File: src/rtl/rmt_pkg.sv
package rmt_pkg;
  localparam int RMT_ARCH_REGS = 32;
  localparam int RMT_BUF_BITS  = 4;
  localparam int RMT_SRC_PORTS = 2;

  typedef enum logic [1:0] {
    UPD_HOLD  = 2'd0,
    UPD_SET   = 2'd1,
    UPD_CLEAR = 2'd2
  } upd_e;
endpackage

File: src/rtl/rmt_entry_store.sv
module rmt_entry_store #(
  parameter int NUM_ARCH = rmt_pkg::RMT_ARCH_REGS,
  parameter int BUF_W    = rmt_pkg::RMT_BUF_BITS,
  parameter int NUM_RD   = rmt_pkg::RMT_SRC_PORTS,
  localparam int AW      = $clog2(NUM_ARCH)
) (
  input  logic                    clk,
  input  logic                    rst,
  input  logic                    flush,
  input  logic                    wr_en,
  input  logic [AW-1:0]           wr_dst,
  input  logic [BUF_W-1:0]        wr_buf,
  input  logic                    ret_en,
  input  logic [AW-1:0]           ret_dst,
  input  logic [BUF_W-1:0]        ret_buf,
  input  logic [NUM_RD*AW-1:0]    rd_addr,
  output logic [NUM_RD-1:0]       rd_hit,
  output logic [NUM_RD*BUF_W-1:0] rd_buf
);
  import rmt_pkg::*;

  logic [NUM_ARCH-1:0] valid_q;
  logic [BUF_W-1:0]    idx_q [NUM_ARCH];
  logic                ret_match;

  // Index array: single write port, no reset, so it maps onto distributed RAM.
  always_ff @(posedge clk) begin
    if (wr_en && !flush) idx_q[wr_dst] <= wr_buf;
  end

  assign ret_match = ret_en && valid_q[ret_dst] && (idx_q[ret_dst] == ret_buf);

  for (genvar e = 0; e < NUM_ARCH; e++) begin : g_entry
    upd_e upd;
    logic v_q;
    always_comb begin
      if (wr_en && wr_dst == AW'(e))             upd = UPD_SET;
      else if (ret_match && ret_dst == AW'(e))   upd = UPD_CLEAR;
      else                                       upd = UPD_HOLD;
    end
    always_ff @(posedge clk) begin
      if (rst || flush) v_q <= 1'b0;
      else begin
        case (upd)
          UPD_SET:   v_q <= 1'b1;
          UPD_CLEAR: v_q <= 1'b0;
          default:   v_q <= v_q;
        endcase
      end
    end
    assign valid_q[e] = v_q;
  end

  for (genvar p = 0; p < NUM_RD; p++) begin : g_rd
    logic [AW-1:0] a;
    assign a                      = rd_addr[p*AW +: AW];
    assign rd_hit[p]              = valid_q[a];
    assign rd_buf[p*BUF_W +: BUF_W] = valid_q[a] ? idx_q[a] : '0;
  end

  AST_FLUSH_EMPTIES: assert property (@(posedge clk) disable iff (rst)
    flush |=> (valid_q == '0));

  AST_DISPATCH_INSTALLS: assert property (@(posedge clk) disable iff (rst)
    (wr_en && !flush) |=> (valid_q[$past(wr_dst)] && idx_q[$past(wr_dst)] == $past(wr_buf)));

  AST_STALE_RETIRE_KEEPS: assert property (@(posedge clk) disable iff (rst)
    (ret_en && !flush && !(wr_en && wr_dst == ret_dst) && valid_q[ret_dst] && idx_q[ret_dst] != ret_buf)
    |=> valid_q[$past(ret_dst)]);
endmodule

File: src/rtl/rmt_src_port.sv
module rmt_src_port #(
  parameter int BUF_W = rmt_pkg::RMT_BUF_BITS
) (
  input  logic             clk,
  input  logic             rst,
  input  logic             load,
  input  logic             hit,
  input  logic [BUF_W-1:0] buf_in,
  output logic             renamed_q,
  output logic [BUF_W-1:0] buf_q
);
  always_ff @(posedge clk) begin
    if (rst) begin
      renamed_q <= 1'b0;
      buf_q     <= '0;
    end else if (load) begin
      renamed_q <= hit;
      buf_q     <= hit ? buf_in : '0;
    end
  end
endmodule

File: src/rtl/rename_map_table.sv
module rename_map_table #(
  parameter int NUM_ARCH = rmt_pkg::RMT_ARCH_REGS,
  parameter int BUF_W    = rmt_pkg::RMT_BUF_BITS,
  parameter int NUM_SRC  = rmt_pkg::RMT_SRC_PORTS,
  localparam int AW      = $clog2(NUM_ARCH)
) (
  input  logic                     clk,
  input  logic                     rst,
  input  logic                     flush,
  input  logic                     dsp_valid,
  input  logic                     dsp_dst_en,
  input  logic [AW-1:0]            dsp_dst,
  input  logic [BUF_W-1:0]         dsp_buf,
  input  logic [NUM_SRC*AW-1:0]    dsp_src,
  input  logic                     ret_valid,
  input  logic [AW-1:0]            ret_dst,
  input  logic [BUF_W-1:0]         ret_buf,
  output logic                     lkp_valid,
  output logic [NUM_SRC-1:0]       lkp_renamed,
  output logic [NUM_SRC*BUF_W-1:0] lkp_buf
);
  logic                     fire;
  logic                     wr_en;
  logic [NUM_SRC-1:0]       hit;
  logic [NUM_SRC*BUF_W-1:0] hit_buf;

  assign fire  = dsp_valid && !flush;
  assign wr_en = dsp_valid && dsp_dst_en;

  rmt_entry_store #(.NUM_ARCH(NUM_ARCH), .BUF_W(BUF_W), .NUM_RD(NUM_SRC)) i_store (
    .clk     (clk),
    .rst     (rst),
    .flush   (flush),
    .wr_en   (wr_en),
    .wr_dst  (dsp_dst),
    .wr_buf  (dsp_buf),
    .ret_en  (ret_valid),
    .ret_dst (ret_dst),
    .ret_buf (ret_buf),
    .rd_addr (dsp_src),
    .rd_hit  (hit),
    .rd_buf  (hit_buf)
  );

  for (genvar p = 0; p < NUM_SRC; p++) begin : g_port
    rmt_src_port #(.BUF_W(BUF_W)) i_port (
      .clk       (clk),
      .rst       (rst),
      .load      (fire),
      .hit       (hit[p]),
      .buf_in    (hit_buf[p*BUF_W +: BUF_W]),
      .renamed_q (lkp_renamed[p]),
      .buf_q     (lkp_buf[p*BUF_W +: BUF_W])
    );
  end

  always_ff @(posedge clk) begin
    if (rst) lkp_valid <= 1'b0;
    else     lkp_valid <= fire;
  end

  AST_RESULT_FOLLOWS: assert property (@(posedge clk) disable iff (rst)
    (dsp_valid && !flush) |=> lkp_valid);

  AST_NO_SPURIOUS_RESULT: assert property (@(posedge clk) disable iff (rst)
    (!dsp_valid || flush) |=> !lkp_valid);

  AST_ARCH_READ_ZERO: assert property (@(posedge clk) disable iff (rst)
    (lkp_valid && !lkp_renamed[0]) |-> (lkp_buf[BUF_W-1:0] == '0));
endmodule

File: config.mk
export PLATFORM = sky130hd
export DESIGN_NAME = rename_map_table
export DESIGN_NICKNAME = d
export VERILOG_FILES = /design/src/rtl/rmt_pkg.sv /design/src/rtl/rmt_entry_store.sv /design/src/rtl/rmt_src_port.sv /design/src/rtl/rename_map_table.sv
export SDC_FILE = /design/constraint.sdc
export NUM_CORES = 1
export LEC_CHECK = 0
export ABC_AREA = 1
export BUFFER_PORTS_ARGS = -buffer_cell sky130_fd_sc_hd__buf_2
export CAP_MARGIN = 15
export CORE_MARGIN = 2
export CORE_UTILIZATION = 35
export CTS_CLUSTER_DIAMETER = 100
export DETAILED_ROUTE_END_ITERATION = 12
export PLACE_DENSITY_LB_ADDON = 0.05
export SLEW_MARGIN = 40
export SYNTH_ARGS = -nofsm -noshare
export SYNTH_HDL_FRONTEND = slang
export SYNTH_SLANG_ARGS = --single-unit
export TNS_END_PERCENT = 20
File: constraint.sdc
create_clock -name clk -period 3 [get_ports clk]
set_input_delay 0 -clock clk [delete_from_list [all_inputs] [get_ports clk]]
set_output_delay 0 -clock clk [all_outputs]
set_load 0.02 [all_outputs]
==> out/metrics.cfg <==
[routing]
drt-total-wl_um=44900
dr.pass1.iters=5
drt_iter0_markers=1448
drtAntennaViolNets=0
drc=0
routedWlPerCell_um=24.0
vias=10829
drt-vias-per-instance=5.78

[worst_setup_path]
crit_required_ns=3.30
critPathMostFrequentCell=nand2_1
max_stage_delay_ns=0.41
worstPathArrival_ns=2.65
critical_path_class=reg -> reg
slowest_stage=nor2_4
endpoint_kind=flop
r2r_slack_ns=0.65
path_max_fanout=20
cp-start-kind=flop
cp_cell_sequence=inv_1 -> o21ai_0 -> nand2_1 -> nand2_1 -> a21oi_1 -> nand2_1 -> nand2_1 -> nor2_1 -> nor2_4 -> buf_4 -> nand4_1 -> nand2_1 -> a21oi_1
r2r-start=i_store.idx_q[10][1]
r2r-end=i_store.g_entry[13].v_q
r2r_cells=13

[floorplanning]
fp.dieArea_um2=31500
start_util=0.356
die_w_um=178
ios=45
core_um2=29600
fp-row-count=63
die_h_um=178

[min_path]
hold_path_class=in -> reg
hold_end=g_port[0].i_port.buf_q[3]
hold_depth=4
min_from=dsp_src[4]

[power]
seq_power_share=0.441
p_sw_mw=1.69
p_int_mw=4.11
p_leak_nw=4.53
comb_power_share=0.148
vdd_ir_drop_max_uv=427
p_per_area_nw_per_um2=490
clock_power_share=0.410
switching_share=0.292

[sta]
setup-violations-final=0
finalCritPeriodShare=0.783
fmaxAchievable_ghz=0.426
rsz0062_at_grt=false
final-hold-violation-count=0
fin_ws_ns=0.650
slew_violations=0
post-route-min-period_ns=2.35
slew_headroom=0.436
finalClockSkew_ns=0.00914
setup-tns-final_ns=0
tightest_slew_ns=0.843

[cts]
clk_path_buf_depth=2
clock_latency_ns=0.45
path_clk_slew_ns=0.07
cts_buffers=17
cts_sinks=171
root_buffer=clkbuf_16
h-tree-depth=4
cts_tree=built
post_cts_buffers=0

[run]
maxCapViolCount=0

[yosys]
synth_nets=1502
synth-edff-count=128
syn_area_um2=10500
synth_most_common_cell=nand2_1
synthTopCellsByArea=edfxtp_1 (36%), nand2_1 (14%), o21ai_0 (8.2%)
syn_inst=1468
synth_seq_cells=171
avgSynthCellArea_um2=7.18
synth_area_leader_cell=edfxtp_1
yosysTopAreaCellShare=0.364
synth_flop_cell=edfxtp_1
synth_cell_types=29
async_flop_share=0
seq_area_frac_synth=0.446
synth_common_cells=nand2_1 (389), o21ai_0 (173), nor2_1 (159)
yosys_warnings=0

[global_route]
track_usage=0.291
grt_pass1_vias=9990
grt_start_max_net_pins=131
grt_pass1_wl_um=66700
grt-ovfl-total=0
grt-busiest-layer=met2
antenna_found_initial=1
grt_util_met3=0.0409
grt_util_met1=0.407
gr-usage-met2=0.457

[final_layout]
multiInputGateArea_um2=5050
ff_latch_area_um2=4700
drive_above_1_share=0.0937
area_delta_synth_final_pct=12.3
fill_cells=3167
antenna_cells=0
num-nets-final=1505

[status]
status=complete, no violations

[placed_design]
io_buffers=44
dp_slack_ns=0.399
place_congestion=0.932
dpl.hpwl_um=32300

routing by layer:
layer  routed length [um]  vias up
li1                     -     5041
met1                19800     5174
met2                20300      538
met3                 3390       76
met4                 1460        0
met5                    0        -
layout by cell type (no fill, tap or decap), types with 16 or more instances in the layout:
cell,instances
nand2_1,389
o21ai_0,173
nor2_1,158
a21oi_1,144
edfxtp_1,128
nand3_1,85
inv_1,81
buf_4,47
nand4_1,43
dfxtp_1,43
buf_2,42
nor3_1,32
o211ai_1,29
clkbuf_16,17
o221ai_1,16
kinds of logic (layout without fill, tap and decap cells):
logic type,Yosys count,in the layout,synth area share
buf+inv,198,214,0.0759
compound gates,377,377,0.193
simple gates,722,722,0.284
flops,171,171,0.446
what timing repair did:
action | 4_1_cts | 5_1_grt
endpoints found under the hold margin | 11 | 0
resized for setup | 0 | 0
hold buffers | 2 | 0
state kept, by name, indices dropped and copies added, names as in the netlist:
signal and cells:
g_port.i_port.renamed_q 2, i_store.idx_q 128, i_store.g_entry.v_q 32, g_port.i_port.buf_q 8
lkp_valid 1
area by class of cell:
class,count,area share
clock buffers,17,0.0359
clock inverters,15,0.0158
inverters,87,0.0276
multi-input cells,1099,0.426
flip-flops and latches,171,0.397
well taps,390,0.0412
repair buffers,95,0.0560
critical path: cells and delay by family (launching register included):
family / cells / cell delay [ns]
buffers and inverters: 2 / 0.41
AOI/OAI and AO/OA: 3 / 0.33
DFF: 1 / 0.38
and+or+nand+nor: 8 / 1.06
how the worst max path moves through the flow:
stage	to	slack, ns	cells after the start	start
2_1_floorplan	i_store.g_entry[7].v_q	1.39	15	ret_dst[0]
3_3_place_gp	i_store.g_entry[13].v_q	0.43	17	ret_dst[0]
3_5_place_dp	i_store.g_entry[13].v_q	0.40	17	ret_dst[0]
4_1_cts	i_store.g_entry[13].v_q	0.42	13	i_store.idx_q[11][1]
5_1_grt	i_store.g_entry[5].v_q	0.36	13	i_store.idx_q[11][1]
6_report	i_store.g_entry[13].v_q	0.65	13	i_store.idx_q[10][1]
power by group through the flow:
stage          clock network [mW]  logic [mW]  registers (mW)
5_1_grt                      2.49       0.924            2.56
6_report                     2.38       0.860            2.56
3_5_place_dp                    0       0.837            2.61
4_1_cts                      2.41       0.841            2.56
3_3_place_gp                    0       0.839            2.61
2_1_floorplan                   0       0.489            2.61
stage by stage:
| step | cell area [um2] | util | hold WS (ns) | total power [mW] | instances |
|---|---|---|---|---|---|
| after detailed placement | 11200 | 0.378 | 0.314 | 3.45 | 1840 |
| after CTS | 11800 | 0.399 | 0.000144 | 5.81 | 1874 |
| after global placement | 11200 | 0.378 | 0.302 | 3.45 | 1840 |
| after floorplan | 10500 | - | 0.0989 | 3.10 | 1468 |
| final | 11800 | 0.400 | 0.0314 | 5.80 | 1874 |
| after global routing | 11800 | 0.400 | 0.0522 | 5.97 | 1874 |
Power figures use the tool's default switching activity.
